$ cat config.mk
export PLATFORM = sky130hd
export DESIGN_NAME = link_framer
export DESIGN_NICKNAME = d
export VERILOG_FILES = /design/src/rtl/link_framer_pkg.sv /design/src/rtl/lf_lane_capture.sv /design/src/rtl/lf_encoder.sv /design/src/rtl/lf_shifter.sv /design/src/rtl/link_framer.sv
export SDC_FILE = /design/constraint.sdc
export NUM_CORES = 1
export LEC_CHECK = 0
export ABC_CLOCK_PERIOD_IN_PS = 14150
export BUFFER_PORTS_ARGS = -buffer_cell sky130_fd_sc_hd__clkbuf_2
export CAP_MARGIN = 20
export CORE_UTILIZATION = 50
export CTS_BUF_LIST = sky130_fd_sc_hd__clkbuf_2 sky130_fd_sc_hd__clkbuf_4 sky130_fd_sc_hd__clkbuf_8
export CTS_CLUSTER_DIAMETER = 80
export DETAILED_ROUTE_END_ITERATION = 16
export GPL_ROUTABILITY_DRIVEN = 0
export PLACE_DENSITY = 0.66
export SKIP_LAST_GASP = 1
export SYNTH_ARGS = -nofsm -noshare
export SYNTH_HDL_FRONTEND = slang
export SYNTH_SLANG_ARGS = --single-unit
$ cat constraint.sdc
create_clock -name clk -period 14.15 [get_ports clk]
set_clock_uncertainty 0.1 [all_clocks]
set_input_delay 2.83 -clock clk [delete_from_list [all_inputs] [get_ports clk]]
set_output_delay 2.83 -clock clk [all_outputs]
set_load 0.01 [all_outputs]
$ cat src/rtl/link_framer_pkg.sv
package link_framer_pkg;
  localparam int LFSR_W = 15;
  typedef logic [LFSR_W-1:0] lfsr_t;

  // x^15 + x^14 + 1, shifting toward the MSB
  function automatic lfsr_t lfsr_next(input lfsr_t cur);
    return {cur[LFSR_W-2:0], cur[LFSR_W-1] ^ cur[LFSR_W-2]};
  endfunction
endpackage

$ cat src/rtl/lf_lane_capture.sv
module lf_lane_capture #(
  parameter int LANES     = 3,
  parameter int LANE_BITS = 7,
  parameter int SIDE_BITS = 3,
  parameter int STEP      = 4,
  parameter int SLOT_W    = 5,
  localparam int PAY_W    = LANES * LANE_BITS + SIDE_BITS
) (
  input  logic              clk,
  input  logic              rst_n,
  input  logic [SLOT_W-1:0] slot,
  input  logic [LANES-1:0]  lane_in,
  input  logic [SIDE_BITS-1:0] side_in,
  input  logic              ctl_in,
  output logic [PAY_W-1:0]  payload,
  output logic              ctl
);
  logic [PAY_W-1:0] cap_q;
  logic             ctl_q;
  logic             at_zero;

  assign at_zero = (slot == '0);

  for (genvar l = 0; l < LANES; l++) begin : g_lane
    for (genvar k = 0; k < LANE_BITS; k++) begin : g_bit
      localparam int POS = l * LANE_BITS + (LANE_BITS - 1 - k);
      always_ff @(posedge clk or negedge rst_n) begin
        if (!rst_n)                            cap_q[POS] <= 1'b0;
        else if (slot == SLOT_W'(k * STEP))    cap_q[POS] <= lane_in[l];
      end
    end
  end

  for (genvar s = 0; s < SIDE_BITS; s++) begin : g_side
    always_ff @(posedge clk or negedge rst_n) begin
      if (!rst_n)       cap_q[LANES*LANE_BITS + s] <= 1'b0;
      else if (at_zero) cap_q[LANES*LANE_BITS + s] <= side_in[s];
    end
  end

  always_ff @(posedge clk or negedge rst_n) begin
    if (!rst_n)       ctl_q <= 1'b0;
    else if (at_zero) ctl_q <= ctl_in;
  end

  assign payload = cap_q;
  assign ctl     = ctl_q;
endmodule

$ cat src/rtl/lf_encoder.sv
module lf_encoder
  import link_framer_pkg::*;
#(
  parameter int    PAY_W  = 24,
  parameter int    STRIDE = 5,
  parameter lfsr_t SEED   = 15'h4A5B,
  localparam int   DISP_W = $clog2(PAY_W + 1) + 3
) (
  input  logic                     clk,
  input  logic                     rst_n,
  input  logic                     load,
  input  logic [PAY_W-1:0]         payload,
  output logic [PAY_W-1:0]         coded,
  output logic                     flip,
  output logic signed [DISP_W-1:0] rd,
  output logic signed [DISP_W-1:0] word_disp
);
  lfsr_t                    lfsr_q;
  logic [PAY_W-1:0]         mask, randomized, permuted;
  logic signed [DISP_W-1:0] rd_q, rd_d;

  function automatic logic signed [DISP_W-1:0] disparity_of(input logic [PAY_W-1:0] w);
    int n;
    n = 0;
    for (int i = 0; i < PAY_W; i++) n += int'(w[i]);
    return DISP_W'(2 * n - PAY_W);
  endfunction

  for (genvar i = 0; i < PAY_W; i++) begin : g_mask
    assign mask[i] = lfsr_q[i % LFSR_W];
  end

  assign randomized = payload ^ mask;

  for (genvar i = 0; i < PAY_W; i++) begin : g_perm
    assign permuted[i] = randomized[(i * STRIDE) % PAY_W];
  end

  assign word_disp = disparity_of(permuted);
  assign flip = (word_disp != '0) && (rd_q != '0) &&
                (word_disp[DISP_W-1] == rd_q[DISP_W-1]);
  assign coded = permuted ^ {PAY_W{flip}};
  assign rd_d  = flip ? (rd_q - word_disp) : (rd_q + word_disp);

  always_ff @(posedge clk or negedge rst_n) begin
    if (!rst_n) begin
      lfsr_q <= SEED;
      rd_q   <= '0;
    end else if (load) begin
      lfsr_q <= lfsr_next(lfsr_q);
      rd_q   <= rd_d;
    end
  end

  assign rd = rd_q;
endmodule

$ cat src/rtl/lf_shifter.sv
module lf_shifter #(
  parameter int FRAME_W = 28
) (
  input  logic               clk,
  input  logic               rst_n,
  input  logic               load,
  input  logic [FRAME_W-1:0] word,
  output logic               ser_out,
  output logic               frame_start,
  output logic               primed
);
  logic [FRAME_W-1:0] sh_q;
  logic               stb_q, primed_q;

  always_ff @(posedge clk or negedge rst_n) begin
    if (!rst_n) begin
      sh_q     <= '0;
      stb_q    <= 1'b0;
      primed_q <= 1'b0;
    end else if (load) begin
      sh_q     <= word;
      stb_q    <= 1'b1;
      primed_q <= 1'b1;
    end else begin
      sh_q  <= {sh_q[FRAME_W-2:0], 1'b0};
      stb_q <= 1'b0;
    end
  end

  assign ser_out     = sh_q[FRAME_W-1];
  assign frame_start = stb_q;
  assign primed      = primed_q;
endmodule

$ cat src/rtl/link_framer.sv
module link_framer
  import link_framer_pkg::*;
#(
  parameter int    LANES     = 3,
  parameter int    LANE_BITS = 7,
  parameter int    SIDE_BITS = 3,
  parameter int    STRIDE    = 5,
  parameter lfsr_t SEED      = 15'h4A5B
) (
  input  logic                 clk,
  input  logic                 rst_n,
  input  logic [LANES-1:0]     lane_in,
  input  logic [SIDE_BITS-1:0] side_in,
  input  logic                 ctl_in,
  output logic                 ser_out,
  output logic                 frame_start
);
  localparam int PAY_W   = LANES * LANE_BITS + SIDE_BITS;
  localparam int FRAME_W = PAY_W + 4;
  localparam int STEP    = FRAME_W / LANE_BITS;
  localparam int SLOT_W  = $clog2(FRAME_W);
  localparam int DISP_W  = $clog2(PAY_W + 1) + 3;
  localparam logic [SLOT_W-1:0] LAST = SLOT_W'(FRAME_W - 1);

  // named internal events, observed by the bound checker
  logic [SLOT_W-1:0]        slot_q;
  logic                     load_frame;
  logic                     flip_ev;
  logic                     primed;
  logic signed [DISP_W-1:0] rd_obs, word_disp;
  logic [PAY_W-1:0]         payload, coded;
  logic                     ctl_cap;
  logic [FRAME_W-1:0]       frame_word;

  assign load_frame = (slot_q == LAST);

  always_ff @(posedge clk or negedge rst_n) begin
    if (!rst_n)          slot_q <= '0;
    else if (load_frame) slot_q <= '0;
    else                 slot_q <= slot_q + 1'b1;
  end

  lf_lane_capture #(
    .LANES(LANES), .LANE_BITS(LANE_BITS), .SIDE_BITS(SIDE_BITS),
    .STEP(STEP), .SLOT_W(SLOT_W)
  ) u_cap (
    .clk(clk), .rst_n(rst_n), .slot(slot_q), .lane_in(lane_in),
    .side_in(side_in), .ctl_in(ctl_in), .payload(payload), .ctl(ctl_cap)
  );

  lf_encoder #(.PAY_W(PAY_W), .STRIDE(STRIDE), .SEED(SEED)) u_enc (
    .clk(clk), .rst_n(rst_n), .load(load_frame), .payload(payload),
    .coded(coded), .flip(flip_ev), .rd(rd_obs), .word_disp(word_disp)
  );

  assign frame_word = {1'b1, flip_ev, ctl_cap, coded, 1'b0};

  lf_shifter #(.FRAME_W(FRAME_W)) u_shift (
    .clk(clk), .rst_n(rst_n), .load(load_frame), .word(frame_word),
    .ser_out(ser_out), .frame_start(frame_start), .primed(primed)
  );
endmodule

# --- After elaboration in Yosys (flattened, before gate mapping) ---
# Index checks and enable logic that the tools add are counted.
word_totals:
  output_inout_bits: 2
  ramBits: 0
  in_bits: 9
  regBits: 82
  memories: 0
  romBits: 0
  latch_bits: 0
classes:
  shifts: 0
  order_cmp: 0
  n_mul: 0
  n_eq_ne: 8
  n_bitwise: 3
  div_mod_pow: 0
  n_reduce_logical: 5
  muxes: 4
  n_addsub: 27
ops:
  columns: ["cell", "n"]
  rows:
  - ["adder 7 x 2 -> 7 bit", 22]
  - ["bitwise XOR 24 bit", 2]
  - ["2-to-1 mux 28 bit", 1]
  - ["== test 5 bit (second input constant)", 4]
  - ["nonzero test 8 bit", 2]
  - ["== test 5 x 4 -> 1 bit (second input constant)", 2]
  - ["adder 8 bit", 1]
  - ["2-to-1 mux 8 bit", 1]
  - ["subtractor 8 x 6 -> 8 bit (second input constant)", 1]
  - ["subtractor 8 bit", 1]
  - ["adder 5 x 1 -> 5 bit (second input constant)", 1]
  - ["== test 5 x 3 -> 1 bit (second input constant)", 1]
  - ["zero test 5 bit", 1]
  - ["2-to-1 mux 5 bit", 1]
  - ["adder 1 x 1 -> 2 bit", 1]
  - ["logical AND 1 bit", 2]
  - ["== test 1 bit", 1]
  - ["2-to-1 mux 1 bit", 1]
  - ["bitwise XOR 1 bit", 1]

# --- Logic depth before layout (Yosys ltp) ---
depth:
  depth_word: 30
  depth_mapped: 31
  ltp_nobuf: 29

# --- Cells and area by module ---
# From an unflattened synthesis, not the netlist that was laid out.
unflattened:
  cells_unflattened: 385
  area_unflattened_um2: 4966.0
by_module_without_submodules:
  columns: ["mod", "cells_each", "n_inst", "area_per_inst_um2", "seq_area_each_um2"]
  rows:
  - ["lf_encoder", 241, 1, 2618.8, 560.5]
  - ["lf_shifter", 62, 1, 1124.8, 750.7]
  - ["lf_lane_capture", 62, 1, 983.4, 625.6]
  - ["link_framer", 20, 1, 239.0, 125.1]

# --- Worst setup path after synthesis ---
# Ideal clock, no wire load.
synth_timing:
  path_type: "reg-to-reg"
  start: "register u_enc.lfsr_q[0]"
  end: "register u_enc.rd_q[7], in the netlist u_enc.rd[7]"
  setup_ps: 128
  path_stages_with_launch: 29
  n_path_buf: 2
  t_arrival_ps: 7551
  setup_slack_ps: 6371
  t_required_ps: 13922
  path_cell_list: "dfstp_2 -> xor2_1 -> ha_1 -> fa_1 -> fa_1 -> fa_1 -> fa_1 -> inv_1 -> fa_1 -> fa_1 -> fa_1 -> xnor2_2 -> ha_1 -> inv_1 -> ha_1 -> nand3_1 -> a31oi_2 -> o21ai_2 -> buf_6 -> buf_12 -> nand2_1 -> o21ai_1 -> fa_1 -> a211oi_1 -> o21bai_1 -> a21oi_1 -> xor2_1 -> o21ai_0 -> o31ai_1"
synth_via:
  elab_chain_cells: 29
  word_cells_on_any_way: 32
  classes_between: "add/sub (26); eq/ne (1); mux (1); bitwise (1); reduce/logical (3)"
synth_rtl:
  columns: ["item", "line", "rtl"]
  rows:
  - ["from (decl)", "lf_encoder.sv:18", "lfsr_t lfsr_q;"]
  - ["from (signal assigned)", "lf_encoder.sv:50", "lfsr_q <= lfsr_next(lfsr_q);"]
  - ["bitwise XOR 24 bit *", "lf_encoder.sv:33", "assign randomized = payload ^ mask;"]
  - ["adder 1 x 1 -> 2 bit", "lf_encoder.sv:25", "for (int i = 0; i < PAY_W; i++) n += int'(w[i]);"]
  - ["adder 7 x 2 -> 7 bit", "lf_encoder.sv:25", null]
  - ["adder 7 x 2 -> 7 bit * (21 in series)", "lf_encoder.sv:25", null]
  - ["subtractor 8 x 6 -> 8 bit *", "lf_encoder.sv:26", "return DISP_W'(2 * n - PAY_W);"]
  - ["branches (longest 3 deep; another with adder 8 bit)", null, null]
  - ["2-to-1 mux 8 bit *", "lf_encoder.sv:43", "assign rd_d = flip ? (rd_q - word_disp) : (rd_q + word_disp);"]
  - ["to (signal assigned)", "lf_encoder.sv:51", "rd_q <= rd_d;"]
  - ["to (decl)", "lf_encoder.sv:20", "logic signed [DISP_W-1:0] rd_q, rd_d;"]
# Mark *: on every way between the ends.
# A chain may end at the register's enable or synchronous reset.

# --- Worst setup path in the final report ---
# Ends and elaborated chain as after synthesis.

==> metrics <==
Layout fillers 768; Resized Gates After CTS 0; clock buffer depth 2; Setup Buffers After CTS 0; number of cells on the worst reg-to-reg path 25; Final TNS setup 0 ps; global route overflow 0; number of global-route vias before repair around 3000; top-area cell type share of the netlist area 39.5%; crit share post-route 60.9%; hold slack 335 ps; Die Y-Extent 97.5 um; RR Startpoint u_enc.lfsr_q[0]; Rel. slew slack 28.0%; Worst Hold Path EP u_shift.sh_q[27]; fraction of layout cells with a size suffix above 1 19.0%; Clock Latency Late Sink 350 ps; Post-DP HPWL 6270 um; most frequent cell after synthesis nand2_1; area of the core roughly 8800 sq um; Post-DRT Antenna Nets 0; clock slew at reported path FFs 90 ps; worst hold path type register to register; HP Start u_shift.sh_q[26]; Hold Fails Final Rpt 0; # diodes 0; CP arrival 8750 ps; Seq cells post-synth 80; Mapped Area about 4600 sq um; Area contributors post-synth dfrtp_1 (39%), mux2_2 (9.1%), fa_1 (7.9%); H-tree depth 3; critical path class register to register; io pins 11; # rows 34; Hold Buf Count CTS 0; DR iter-0 viols between 80 and 90; Root Buffer clkbuf_8; Synth top cells by count nand2_1 (81), dfrtp_1 (72), xnor2_1 (41), mux2_2 (37), inv_1 (31); leading area contributor after synthesis dfrtp_1; Post-Place Setup Slack 5520 ps; final number of setup-violating endpoints 0; Synth Net Count 463; Initial Util 52.1%; DRT Pass-1 Iters 4; FFs w/ async S/R, synth 100%; Avg Vias per Cell 5.18; Final Slew Violations 0; crit end category register; cts bufs inserted 9; reg2reg end u_enc.rd[7]; CTS tree done; die footprint 9510 sq um; WHS Path Cells 1; worst slew pin tran 1080 ps; Worst Path Required roughly 14000 ps; Post-Synthesis Cells 417; first-pass GRT wire length 14500 um; total number of vias 2797; Yosys warning total 0; count of cell types in the netlist 47; Multi-input gate area ~2400 sq um; syn avg cell area 10.9 sq um; status finished, final reports clean; Fmax achieved 116 MHz; # DRC 0; Nets ~470; max_cap viols 0; Register-to-Register Setup Slack 5530 ps; sequential fraction of the synthesis area 44.1%; top_reg_cell synth dfrtp_1; FF+latch area 2010 sq um; Post-synth EDFFs 0; RSZ-0062 raised after global routing no; DR WL/cell 15.6 um; WL final ~8400 um; worst-path maximum fanout 29; initial antenna violation count 0; Layout area overhead 7.79%; CP Launch Type register; largest net degree at the start of global routing 81; Total GRT Usage 19.6%; Final Worst Setup Slack 5530 ps; Port-buffer cells 10; CTS sink cnt 80; Final Critical Period ~8600 ps; Die Span X 97.5 um
per-stage QoR:
| step | area (sq um) | util [%] | instances |
|---|---|---|---|
| global placement | 4690 | 53.5 | 523 |
| detailed placement | 4690 | 53.5 | 523 |
| CTS | 4900 | 55.9 | 539 |
| floorplan | 4560 | - | 417 |
| finish | 4920 | 56.1 | 540 |
| global route | 4920 | 56.1 | 540 |
kinds of logic after synthesis:
kind of cell,count (synthesis),share of synthesized area [%]
flip-flops,80,44.1
XOR/XNOR,59,11.5
adder cells (fa/ha/maj),37,13.1
AND/OR/NAND/NOR,116,11.1
AO/OA/AOI/OAI,42,6.28
multiplexers,38,9.35
buffers and inverters,45,4.53
cells in the final DEF, fill, tap and decap left out, types with 4 or more instances in the layout:
cell,netlist,final
xnor2_1,41,41
o31ai_1,4,4
xor2_1,17,17
nand3_1,6,5
fa_1,18,18
dfrtp_1,72,72
nor2_1,6,6
o21ai_1,6,6
inv_1,31,31
clkbuf_2,0,9
nand2_1,81,81
o21ai_0,16,16
mux2_2,37,37
dfstp_2,8,8
ha_1,19,19
nor2b_1,5,5
clkbuf_8,0,11
critical path: stages (launching register included):
cell and delay [ps]:
dfstp_2 570, xor2_1 230, ha_1 290, fa_1 510
fa_1 520, fa_1 520, fa_1 540, inv_1 60
fa_1 500, fa_1 470, fa_1 480, xnor2_2 370
ha_1 210, inv_1 40, ha_1 310, nand3_1 120
a31oi_2 80, o21ai_4 880, o21ai_1 230, fa_1 500
a211oi_1 260, o21bai_1 100, a21oi_1 240, xor2_1 100
o21ai_0 150, o31ai_1 100
routing by layer:
metal / GRT usage (%) / wire length, um / part of all wire (%)
met3: 4.39 / 252 / 3.0
met2: 30.8 / 4010 / 48
met5: 0 / 0 / 0
met1: 26.7 / 3980 / 47
met4: 6.90 / 196 / 2.3
flip-flops by register name, indices dropped and copies added (netlist names):
name	count
u_enc.rd	7
u_shift.sh_q	27
u_cap.ctl	1
u_enc.lfsr_q	15
u_shift.frame_start	1
slot_q	5
u_cap.payload	24
layout make-up:
cell class                 instances  area share, %
clock buffer                      12           3.23
clock inverter                     4           1.04
inverter                          31           2.37
multi-input combinational        292           47.9
sequential                        80           40.9
tap                              108           2.75
timing repair buffer              13           1.78
worst max path at each step:
| stage | startpoint | end | slack [ps] | depth (start not counted) |
|---|---|---|---|---|
| floorplan | u_enc.lfsr_q[0] | u_enc.rd[7] | 6370 | 28 |
| global placement | u_enc.lfsr_q[0] | u_enc.rd[7] | 5730 | 25 |
| detailed placement | u_enc.lfsr_q[0] | u_enc.rd[7] | 5520 | 25 |
| CTS | u_enc.lfsr_q[0] | u_enc.rd[7] | 5470 | 25 |
| global route | u_enc.lfsr_q[0] | u_enc.rd[7] | 4910 | 25 |
| finish | u_enc.lfsr_q[0] | u_enc.rd[7] | 5530 | 25 |
Power is not shown: default switching activity piles up to over one toggle a cycle in this logic, so the estimate is an artifact.
